File: src/rtl/irq_grp_pkg.sv
package irq_grp_pkg;
   localparam int NSRC = 31;

   localparam logic [2:0] REG_STAT   = 3'd0;
   localparam logic [2:0] REG_ENSET  = 3'd1;
   localparam logic [2:0] REG_ENCLR  = 3'd2;
   localparam logic [2:0] REG_RESULT = 3'd3;
   localparam logic [2:0] REG_CTRL   = 3'd4;

   typedef struct packed {
      logic stat;
      logic en_set;
      logic en_clr;
      logic ctrl;
   } wr_strobe_t;
endpackage

File: src/rtl/irq_bus_decode.sv
module irq_bus_decode
   import irq_grp_pkg::*;
#(
   parameter int ADDR_W = 3
) (
   input  logic [ADDR_W-1:0] bus_addr,
   input  logic              bus_we,
   output logic              hit,
   output logic [2:0]        sel,
   output wr_strobe_t        wstb
);
   logic upper_zero;

   generate
      if (ADDR_W > 3) begin : g_wide
         assign upper_zero = ~|bus_addr[ADDR_W-1:3];
      end else begin : g_narrow
         assign upper_zero = 1'b1;
      end
   endgenerate

   assign sel = bus_addr[2:0];
   assign hit = upper_zero;

   always_comb begin
      wstb        = '0;
      wstb.stat   = bus_we && hit && (sel == REG_STAT);
      wstb.en_set = bus_we && hit && (sel == REG_ENSET);
      wstb.en_clr = bus_we && hit && (sel == REG_ENCLR);
      wstb.ctrl   = bus_we && hit && (sel == REG_CTRL);
   end
endmodule

File: src/rtl/irq_src_latch.sv
module irq_src_latch #(
   parameter int              N     = 31,
   parameter logic [N-1:0]    VALID = '1
) (
   input  logic         clk,
   input  logic         rst_n,
   input  logic [N-1:0] src_evt,
   input  logic         clr_we,
   input  logic [N-1:0] clr_bits,
   output logic [N-1:0] rise,
   output logic [N-1:0] status
);
   for (genvar i = 0; i < N; i++) begin : g_bit
      if (VALID[i]) begin : g_live
         logic prev_q;
         logic stat_q;
         always_ff @(posedge clk) begin
            if (!rst_n) begin
               prev_q <= 1'b0;
               stat_q <= 1'b0;
            end else begin
               prev_q <= src_evt[i];
               if (src_evt[i] && !prev_q)
                  stat_q <= 1'b1;
               else if (clr_we && clr_bits[i])
                  stat_q <= 1'b0;
            end
         end
         assign rise[i]   = src_evt[i] & ~prev_q;
         assign status[i] = stat_q;
      end else begin : g_tied
         assign rise[i]   = 1'b0;
         assign status[i] = 1'b0;
      end
   end
endmodule

File: src/rtl/irq_enable_reg.sv
module irq_enable_reg #(
   parameter int              N     = 31,
   parameter logic [N-1:0]    VALID = '1
) (
   input  logic         clk,
   input  logic         rst_n,
   input  logic         set_we,
   input  logic         clr_we,
   input  logic [N-1:0] bits,
   output logic [N-1:0] enable
);
   for (genvar i = 0; i < N; i++) begin : g_bit
      if (VALID[i]) begin : g_live
         logic en_q;
         always_ff @(posedge clk) begin
            if (!rst_n)
               en_q <= 1'b0;
            else if (clr_we && bits[i])
               en_q <= 1'b0;
            else if (set_we && bits[i])
               en_q <= 1'b1;
         end
         assign enable[i] = en_q;
      end else begin : g_tied
         assign enable[i] = 1'b0;
      end
   end
endmodule

File: src/rtl/irq_group_regs.sv
module irq_group_regs
   import irq_grp_pkg::*;
#(
   parameter logic [30:0] VALID_MASK = 31'h7FF0_FFFF,
   parameter int          ADDR_W     = 3,
   parameter int          VEC_LO     = 1,
   parameter int          VEC_HI     = 17
) (
   input  logic              clk,
   input  logic              rst_n,
   input  logic [30:0]       src_evt,
   input  logic [ADDR_W-1:0] bus_addr,
   input  logic              bus_we,
   input  logic [31:0]       bus_wdata,
   output logic [31:0]       bus_rdata,
   output logic              group_irq
);
   localparam int VEC_W = VEC_HI - VEC_LO + 1;

   generate
      if (ADDR_W < 3) begin : g_bad_addr
         $error("irq_group_regs: ADDR_W must be at least 3");
      end
      if (VEC_LO < 0 || VEC_HI > 31 || VEC_HI < VEC_LO) begin : g_bad_vec
         $error("irq_group_regs: vector field out of range");
      end
   endgenerate

   logic             hit;
   logic [2:0]       sel;
   wr_strobe_t       wstb;
   logic [NSRC-1:0]  stat_q;
   logic [NSRC-1:0]  en_q;
   logic [NSRC-1:0]  rise_w;
   logic [NSRC-1:0]  res_w;
   logic [VEC_W-1:0] vec_q;
   logic             grp_q;

   irq_bus_decode #(.ADDR_W(ADDR_W)) u_dec (
      .bus_addr (bus_addr),
      .bus_we   (bus_we),
      .hit      (hit),
      .sel      (sel),
      .wstb     (wstb)
   );

   irq_src_latch #(.N(NSRC), .VALID(VALID_MASK)) u_stat (
      .clk      (clk),
      .rst_n    (rst_n),
      .src_evt  (src_evt),
      .clr_we   (wstb.stat),
      .clr_bits (bus_wdata[NSRC-1:0]),
      .rise     (rise_w),
      .status   (stat_q)
   );

   irq_enable_reg #(.N(NSRC), .VALID(VALID_MASK)) u_en (
      .clk    (clk),
      .rst_n  (rst_n),
      .set_we (wstb.en_set),
      .clr_we (wstb.en_clr),
      .bits   (bus_wdata[NSRC-1:0]),
      .enable (en_q)
   );

   assign res_w = stat_q & en_q;

   always_ff @(posedge clk) begin
      if (!rst_n) begin
         vec_q <= '0;
         grp_q <= 1'b0;
      end else begin
         if (wstb.ctrl)
            vec_q <= bus_wdata[VEC_HI:VEC_LO];
         grp_q <= |res_w;
      end
   end

   assign group_irq = grp_q;

   always_comb begin
      bus_rdata = '0;
      if (hit) begin
         case (sel)
            REG_STAT:   bus_rdata = {1'b0, stat_q};
            REG_ENSET:  bus_rdata = {1'b0, en_q};
            REG_ENCLR:  bus_rdata = {1'b0, en_q};
            REG_RESULT: bus_rdata = {1'b1, res_w};
            REG_CTRL:   bus_rdata[VEC_HI:VEC_LO] = vec_q;
            default:    bus_rdata = '0;
         endcase
      end
   end
endmodule

File: config.mk
export PLATFORM = sky130hd
export DESIGN_NAME = irq_group_regs
export DESIGN_NICKNAME = d
export VERILOG_FILES = /design/src/rtl/irq_grp_pkg.sv /design/src/rtl/irq_bus_decode.sv /design/src/rtl/irq_src_latch.sv /design/src/rtl/irq_enable_reg.sv /design/src/rtl/irq_group_regs.sv
export SDC_FILE = /design/constraint.sdc
export NUM_CORES = 1
export LEC_CHECK = 0
export ABC_AREA = 1
export BUFFER_PORTS_ARGS = -buffer_cell sky130_fd_sc_hd__buf_4
export CAP_MARGIN = 20
export CORE_ASPECT_RATIO = 1.1
export CORE_UTILIZATION = 35
export CTS_BUF_LIST = sky130_fd_sc_hd__clkbuf_4 sky130_fd_sc_hd__clkbuf_8 sky130_fd_sc_hd__clkbuf_16
export CTS_CLUSTER_SIZE = 25
export DETAILED_ROUTE_END_ITERATION = 10
export GPL_TIMING_DRIVEN = 1
export SYNTH_ARGS = -nofsm -noshare
export SYNTH_HDL_FRONTEND = slang
export SYNTH_SLANG_ARGS = --single-unit
File: constraint.sdc
create_clock -name clk -period 1.2 [get_ports clk]
set_input_delay 0.24 -clock clk [delete_from_list [all_inputs] [get_ports clk]]
set_output_delay 0.24 -clock clk [all_outputs]
set_load 0.005 [all_outputs]
==> impl_metrics.tcl, run 1 <==
set metrics [dict create \
    syn_area_per_cell_um2 7.041 \
    syn-cell-area_um2 4379 \
    layout_min_cycle_time_ps 1453 \
    critPathMaxFanout 7 \
    dp_hpwl_mm 8.392 \
    clk_latency_ps 360 \
    setup_ws_ps -252.9 \
    timing.rr.end "group_irq$_SDFF_PN0_" \
    hold_end "u_stat.g_bit[2].g_live.prev_q$_SDFF_PN0_" \
    p_total_mw 7.208 \
    peakVddDrop_v 0.0007771 \
    synth_area_leaders "dfxtp_1 (45%), nand2_1 (17%), inv_1 (7.5%), a21oi_1 (5.8%), o21ai_0 (5.6%)" \
    worst_path_max_delay_cell "buf_4" \
    dr.first_iter.drc_count 205 \
    hold_buffers 0 \
    hold_class "in2reg" \
    antenna_cells 0 \
    yosysTopAreaCellShare_pct 45.26 \
    synth.most_common_cell "nand2_1" \
    htreeDepth 3 \
    crit_start "bus_addr[0]" \
    cts.clk_slew.worst_paths_ps 70 \
    cp-start-kind "input port" \
    die_x_um 108.7 \
    synthFlopType "dfxtp_1" \
    io_pins 102 \
    area_growth_pct 46.66 \
    dr.pass1.iters 4 \
    power_leakage_nw 2.937 \
    ys_seq_elements 99 \
    io_buffers 92 \
    routed-via-count 4376 \
    grt_antenna_before_repair 0 \
    placed_cells 870 \
    die_area_um2 12960 \
    async_flop_share_pct 0 \
    ys_types 23 \
    ys_seq_area_share_pct 45.26 \
    grt_max_degree 37 \
    worstSetupEndpointType "primary output" \
    grt_pass1_wl_mm 21.07 \
    nFillCells 1153 \
    hold_ws_ps 72.76 \
    status "finished, violations left" \
    grt_pass1_vias 4299 \
    cap_viol_max_count 0 \
    crit_chain "buf_8 -> inv_4 -> nor2_4 -> buf_6 -> nand2_4 -> nand2_8 -> buf_12 -> nand2_1 -> o2111ai_2 -> buf_4" \
    finClkSkew_ps 6.245 \
    place_congestion 0.7385 \
    setup_viol 28 \
    min-delay-start "src_evt[2]" \
    crit_buf_inv 5 \
    placed_cell_area_um2 5455 \
    layout-drive-gt1-share_pct 35.30 \
    crit_type "in2out" \
    yosys_warnings 0 \
    pre_cts_slack_ps -332.9 \
    fp-row-count 42 \
    seq_area_um2 2019 \
    initial_core_util_pct 36.08 \
    finalHoldViolCount 0 \
    clockBufferDepth 2 \
    power_density_nw_per_um2 1122 \
    coreArea_um2 12140 \
    synth_top_cell_by_area "dfxtp_1" \
    r2r_setup_slack_ps 160 \
    cts_buffers 9 \
    drc 0 \
    fmax_ghz 0.6883 \
    final_cells 899 \
    arrival_ps 1210 \
    overflow 0 \
    cts_tree "done" \
    root_buffer "clkbuf_16" \
    reg2reg_depth 6 \
    r2r_start "u_stat.g_bit[20].g_live.stat_q$_SDFFE_PN0P_" \
    die_h_um 119.3 \
    critPathRequiredTime_ps 960 \
    syn_inst 622 \
    nNetsFinal 811 \
    routed_via_density 4.868 \
    hold_depth 3 \
    ant_nets 0 \
    finalCritPeriodShare_pct 121.1 \
    fin_tns_setup_ps -5638 \
    fin_util_pct 52.91 \
    synth_edf_count 0 \
    rsz0062_at_grt "true" \
    crit_family "buffers and inverters" \
    cts.sinks 99 \
    wl_per_cell_um 14.20 \
    multi_input_area_um2 2245 \
    max_stage_delay_ps 170 \
    grt_usage_pct 21.13 \
    maxSlewViolCount 0 \
    synth_top_cells_by_count "nand2_1 (203), dfxtp_1 (99), inv_1 (87)" \
    violations "setup timing" \
    wirelength_mm 12.77 \
    finalInstanceArea_um2 6422 \
]
## power by group
part	switching, mW	total [mW]	internal, mW
clock network	1.19	2.58	1.39
registers	0.133	3.61	3.48
logic	0.505	1.01	0.510
## metal layers
metal  vias up  global-route usage, %  routed length (um)
met4         0                  7.432                 308
met3        20                  5.911                 802
met1      2007                  26.27                5525
li1       2230                      -                   -
met5         -                      0                   0
met2       119                  34.57                6131
## worst reg2reg max path: stages (launching register included)
cell     delay [ps]
dfxtp_1         350
nand2_1          80
nand2_1          60
nor2_1          100
nand2_1          60
nor2_1          160
a21oi_1         110
## timing repair
action / in CTS / in global routing
setup buffers: 11 / 1
pin swaps: 10 / 12
cloned: 3 / 1
gates resized for setup: 97 / 57
setup endpoints to repair: 27 / 32
## how the worst max path moves through the flow
stage                    end  slack [ps]  cells after the start
2_1_floorplan  bus_rdata[21]          50                      6
3_3_place_gp   bus_rdata[20]        -340                      9
3_5_place_dp    bus_rdata[0]        -330                      9
4_1_cts        bus_rdata[25]        -230                      9
5_1_grt         bus_rdata[4]        -290                      9
6_report        bus_rdata[4]        -250                     10
## state kept, by name, indices dropped and copies added, names as in the netlist
register	count
group_irq	1
vec_q	17
u_stat.g_bit.g_live.prev_q	27
u_stat.g_bit.g_live.stat_q	27
u_en.g_bit.g_live.en_q	27
## final cells by class
cell class	instances	share of cell area [%]
Clock buffer	10	3.624
Clock inverter	4	0.3117
Tap cell	154	3.000
Timing Repair Buffer	138	21.20
Inverter	91	5.474
Sequential cell	99	31.44
Multi-Input combinational cell	403	34.95
## cells in the final DEF (no fill, tap or decap), types with 3 or more instances in the layout
| cell | Yosys | routed |
|---|---|---|
| nand2_1 | 203 | 167 |
| buf_4 | 6 | 103 |
| inv_1 | 87 | 85 |
| dfxtp_1 | 99 | 69 |
| a21oi_1 | 51 | 44 |
| nand3_1 | 43 | 43 |
| o21ai_0 | 49 | 43 |
| dfxtp_2 | 0 | 30 |
| nand2_2 | 4 | 27 |
| o21ai_1 | 13 | 15 |
| buf_12 | 0 | 13 |
| nand2_4 | 1 | 12 |
| o2111ai_2 | 0 | 12 |
| buf_6 | 6 | 12 |
| clkbuf_16 | 0 | 10 |
| nor2_1 | 10 | 8 |
| o211ai_1 | 6 | 6 |
| buf_8 | 0 | 5 |
| nor2_4 | 2 | 4 |
| a21oi_2 | 0 | 4 |
| o21ai_2 | 0 | 4 |
| clkinv_2 | 0 | 4 |
| inv_2 | 4 | 3 |
| a21oi_4 | 0 | 3 |
| o2111ai_4 | 0 | 3 |
## kinds of logic (layout without fill, tap and decap cells)
kind of cell    Yosys count  in the layout  share of synthesized area (%)
simple gates            267            267                          25.49
compound gates          134            134                          16.94
buf+inv                 121            243                          12.23
flops                    99             99                          45.26
other cells               1              2                        0.08563
Power figures use the tool's default switching activity.
==> run 2, diff against run 1 <==
CORE_ASPECT_RATIO = 1.25   (was 1.1)
==> impl_metrics.tcl, run 2 (same netlist as run 1, synthesis figures left out) <==
set metrics [dict create \
    finalCritPeriodShare_pct 119.2 \
    layout_commonest_cell "nand2_1" \
    arrival_ps 1190 \
    cp-start-kind "input port" \
    cts_buffers 9 \
    wl_per_cell_um 14.16 \
    area_growth_pct 42.83 \
    htreeDepth 3 \
    die_area_um2 12970 \
    coreArea_um2 12160 \
    antenna_cells 0 \
    violations "setup timing" \
    crit_type "in2out" \
    routed_via_density 4.789 \
    die_h_um 127.1 \
    root_buffer "clkbuf_16" \
    setup_ws_ps -230.4 \
    seq_power_share_pct 48.3 \
    fp-row-count 45 \
    power_density_nw_per_um2 1190 \
    fmax_ghz 0.6991 \
    status "finished, violations left" \
    wirelength_mm 12.86 \
    clk_latency_ps 340 \
    p_total_mw 7.441 \
    grt_max_degree 59 \
    pre_cts_slack_ps -328.3 \
    power.switching_mw 1.811 \
    p_comb_share_pct 12.9 \
    cts_tree "done" \
    maxSlewViolCount 0 \
    grt_pass1_vias 4036 \
    routed-via-count 4348 \
    cts.sinks 99 \
    mostFrequentLayoutCells "nand2_1 (177), buf_4 (110), inv_1 (85), dfxtp_1 (67), a21oi_1 (45)" \
    layout-drive-gt1-share_pct 33.60 \
    drc 0 \
    p_clk_share_pct 38.8 \
    nFillCells 1251 \
    dp_hpwl_mm 8.539 \
    finClkSkew_ps 6.092 \
    io_pins 102 \
    overflow 0 \
    grt_pass1_wl_mm 19.46 \
    dr.pass1.iters 5 \
    grt_usage_pct 19.48 \
    rsz0062_at_grt "true" \
    io_buffers 92 \
    p_int_mw 5.630 \
    peakVddDrop_v 0.0008794 \
    die_x_um 102.0 \
    nNetsFinal 808 \
    power_leakage_nw 2.833 \
    place_congestion 0.7390 \
    clockBufferDepth 2 \
    critPathMaxFanout 5 \
    reg_top3 "u_en.g_bit.g_live.en_q (27), u_stat.g_bit.g_live.prev_q (27), u_stat.g_bit.g_live.stat_q (27)" \
    layout_min_cycle_time_ps 1430 \
    critPathRequiredTime_ps 960 \
    cts.clk_slew.worst_paths_ps 60 \
    initial_core_util_pct 36.01 \
    cap_viol_max_count 0 \
    crit_buf_inv 4 \
    worstSetupEndpointType "primary output" \
    finalHoldViolCount 0 \
    hold_class "in2reg" \
    max_stage_delay_ps 170 \
    setup_viol 28 \
    switching_share_pct 24.34 \
    ant_nets 0 \
    dr.first_iter.drc_count 193 \
    crit_family "buffers and inverters" \
    worst_path_max_delay_cell "buf_4" \
    grt_antenna_before_repair 0 \
    crit_chain "buf_8 -> inv_4 -> nor2_4 -> nand2_4 -> nand2_8 -> buf_12 -> nand2_1 -> o211ai_1 -> buf_4" \
]
[run 2: cell count changes in the layout (fill, tap and decap cells not counted), moves of 3 or more]
| cell | before | now |
|---|---|---|
| nand2_4 | 12 | 6 |
| nand2_2 | 27 | 24 |
| buf_6 | 12 | 5 |
| buf_8 | 5 | 8 |
| buf_4 | 103 | 110 |
| nand2_1 | 167 | 177 |
| buf_12 | 13 | 8 |
[run 2: metal layers]
metal  vias to the layer above  part of all wire [%]  global-route usage (%)
li1                       2205                     -                       -
met1                      2024                    44                   24.06
met2                       107                    50                   33.36
met3                        12                   4.5                   4.158
met4                         0                   1.4                   6.303
met5                         -                     0                       0
[run 2: cell type report]
class / count / area (um^2) / area share [%]
multi-input cells: 403 / 2125 / 33.97
flip-flops and latches: 99 / 2024 / 32.37
repair buffers: 135 / 1245 / 19.90
inverters: 91 / 356.6 / 5.701
clock buffers: 11 / 246.5 / 3.941
well taps: 164 / 205.2 / 3.281
clock inverters: 5 / 52.55 / 0.8402
[run 2: power groups by stage]
stage / clock [mW] / sequential (mW) / combinational [mW]
2_1_floorplan: 0 / 3.61 / 0.395
3_3_place_gp: 0 / 3.63 / 0.784
3_5_place_dp: 0 / 3.64 / 0.807
4_1_cts: 2.95 / 3.58 / 0.886
5_1_grt: 3.06 / 3.61 / 1.05
6_report: 2.89 / 3.59 / 0.957
[run 2: final timing paths]
| path | from | to | slack [ps] | depth (start not counted) |
|---|---|---|---|---|
| setup / recovery | bus_addr[1] | bus_rdata[21] | -230 | 9 |
| setup reg to reg | u_stat.g_bit[27].g_live.stat_q$_SDFFE_PN0P_ | group_irq$_SDFF_PN0_ | 210 | 6 |
| hold reg to reg | u_stat.g_bit[21].g_live.prev_q$_SDFF_PN0_ | u_stat.g_bit[21].g_live.stat_q$_SDFFE_PN0P_ | 400 | 1 |
| hold / removal | src_evt[25] | u_stat.g_bit[25].g_live.prev_q$_SDFF_PN0_ | 100 | 3 |
[run 2: what timing repair did]
| item | in CTS | in global routing |
|---|---|---|
| setup endpoints to repair | 28 | 29 |
| cloned | 1 | 2 |
| gates resized for setup | 77 | 56 |
| pin swaps | 10 | 15 |
| hold endpoints to repair | 0 | 0 |
| setup buffers | 3 | 7 |
| hold buffers | 0 | 0 |
[run 2: through the flow]
stage          setup TNS, ps  utilization (%)  cell area (um^2)  hold slack, ps  cells
2_1_floorplan              0                -              4383           346.6    623
3_5_place_dp          -12390            44.38              5398           393.9    879
4_1_cts                -4701            49.06              5967           83.43    899
6_report               -4673            51.43              6255           96.91    908
5_1_grt                -5790            51.43              6255           100.9    908
3_3_place_gp          -10780            44.38              5398           392.9    879
[run 2: tightest hold or removal path, cell delays in order]
cell and delay, ps:
buf_4 70, nand2_1 50, inv_1 40
==> run 3, diff against run 2 <==
clock period = 1.45 ns   (was 1.2 ns; I/O delays follow)
==> impl_metrics.tcl, run 3 (same netlist as run 1, synthesis figures left out) <==
set metrics [dict create \
    nFillCells 1192 \
    coreArea_um2 12160 \
    reg_top3 "u_en.g_bit.g_live.en_q (27), u_stat.g_bit.g_live.prev_q (27), u_stat.g_bit.g_live.stat_q (27)" \
    dr.pass1.iters 4 \
    rsz0062_at_grt "true" \
    finalHoldViolCount 0 \
    mostFrequentLayoutCells "nand2_1 (168), buf_4 (103), inv_1 (85), dfxtp_1 (81), a21oi_1 (47)" \
    layout_min_cycle_time_ps 1530 \
    dr.first_iter.drc_count 197 \
    routed-via-count 4341 \
    grt_pass1_wl_mm 19.88 \
    root_buffer "clkbuf_16" \
    finClkSkew_ps 9.146 \
    layout_commonest_cell "nand2_1" \
    routed_via_density 4.802 \
    pre_cts_slack_ps -212.9 \
    finalCritPeriodShare_pct 105.5 \
    power_leakage_nw 2.848 \
    crit_type "in2out" \
    grt_antenna_before_repair 0 \
    placed_cells 873 \
    setup_viol 27 \
    cts_buffers 9 \
    overflow 0 \
    grt_max_degree 65 \
    wl_per_cell_um 14.22 \
    die_x_um 102.0 \
    layout-drive-gt1-share_pct 31.89 \
    io_pins 102 \
    final_cells 904 \
    area_growth_pct 44.43 \
    io_buffers 92 \
    die_h_um 127.1 \
    slew_headroom_pct 62.30 \
    cts.sinks 99 \
    ant_nets 0 \
    maxSlewViolCount 0 \
    initial_core_util_pct 36.01 \
    critPathMaxFanout 6 \
    wirelength_mm 12.85 \
    power_density_nw_per_um2 1011 \
    hold_ws_ps 133.8 \
    crit_start "bus_addr[0]" \
    cts.clk_slew.worst_paths_ps 70 \
    hold_class "in2reg" \
    fp-row-count 45 \
    peakVddDrop_v 0.0005357 \
    drc 0 \
    min-delay-start "src_evt[23]" \
    dp_hpwl_mm 8.221 \
    critPathRequiredTime_ps 1160 \
    arrival_ps 1240 \
    grt_usage_pct 20.05 \
    antenna_cells 0 \
    cts_tree "done" \
    clk_latency_ps 350 \
    fmax_ghz 0.6537 \
    htreeDepth 3 \
    grt_pass1_vias 4165 \
    finalInstanceArea_um2 6325 \
    nNetsFinal 804 \
    cap_viol_max_count 0 \
    clockBufferDepth 2 \
    r2r_setup_slack_ps 380 \
    reg2reg_depth 6 \
    status "finished, violations left" \
    violations "setup timing" \
    p_total_mw 6.396 \
    worstSetupEndpointType "primary output" \
    timing.rr.end "group_irq$_SDFF_PN0_" \
    setup_ws_ps -79.70 \
    placed_cell_area_um2 5390 \
    place_congestion 0.7708 \
    cp-endpoint "bus_rdata[28]" \
    die_area_um2 12970 \
    r2r_start "u_stat.g_bit[7].g_live.stat_q$_SDFFE_PN0P_" \
    cp-start-kind "input port" \
    tightestPinTransition_ps 564.9 \
]
-- run 3: cell types whose count changed in the layout (fill, tap and decap cells not counted), sizes merged --
| cell | previous run | this run |
|---|---|---|
| clkinvlp | 1 | 3 |
| buf | 133 | 129 |
| clkbuf | 13 | 11 |
| bufinv | 1 | 2 |
| clkinv | 3 | 1 |
| inv | 91 | 92 |
-- run 3: critical path: stages --
cell     delay [ps]
buf_12           90
inv_8            30
nor2_4          160
nand2_4         120
inv_4            80
buf_6           120
a21oi_2          50
o21ai_1         160
buf_4           130
-- run 3: worst min path at each step --
stage                                                             end  cells past startpoint
final                       u_stat.g_bit[23].g_live.prev_q$_SDFF_PN0_                      3
after global routing         u_stat.g_bit[9].g_live.prev_q$_SDFF_PN0_                      3
after CTS                   u_stat.g_bit[23].g_live.prev_q$_SDFF_PN0_                      3
after detailed placement  u_stat.g_bit[30].g_live.stat_q$_SDFFE_PN0P_                      1
after global placement    u_stat.g_bit[29].g_live.stat_q$_SDFFE_PN0P_                      1
after floorplan            u_stat.g_bit[0].g_live.stat_q$_SDFFE_PN0P_                      1
-- run 3: layout make-up --
| class | instances | area (um^2) | share of cell area [%] |
|---|---|---|---|
| Tap cell | 164 | 205.2 | 3.244 |
| Sequential cell | 99 | 2004 | 31.69 |
| Clock buffer | 9 | 225.2 | 3.561 |
| Multi-Input combinational cell | 403 | 2171 | 34.32 |
| Timing Repair Buffer | 131 | 1255 | 19.84 |
| Inverter | 91 | 364.1 | 5.757 |
| Clock inverter | 7 | 100.1 | 1.583 |
-- run 3: through the flow --
| step | utilization (%) | setup TNS, ps |
|---|---|---|
| after floorplan | - | 0 |
| after global placement | 44.32 | -3814 |
| after detailed placement | 44.32 | -3947 |
| after CTS | 50.29 | -995.3 |
| after global routing | 52.01 | -2612 |
| final | 52.01 | -1233 |
-- run 3: what timing repair did --
item / 4_1_cts / 5_1_grt
hold buffers: 0 / 0
cloned: 4 / 3
gates resized for setup: 80 / 45
setup endpoints to repair: 27 / 27
buffers inserted: 6 / 4
pin swaps: 8 / 15
-- run 3: power breakdown --
part | switching, mW | internal, mW | leakage [nW] | total [mW]
sequential | 0.107 | 2.87 | 0.822 | 2.98
combinational | 0.407 | 0.395 | 1.88 | 0.802
clock | 1.10 | 1.52 | 0.148 | 2.62
-- run 3: metal layers --
layer / up-vias / global-route usage [%] / wire [um]
li1: 2210 / - / -
met1: 1994 / 24.19 / 5571
met2: 116 / 34.07 / 6288
met3: 21 / 4.923 / 735
met4: 0 / 7.479 / 259
met5: - / 0 / 0
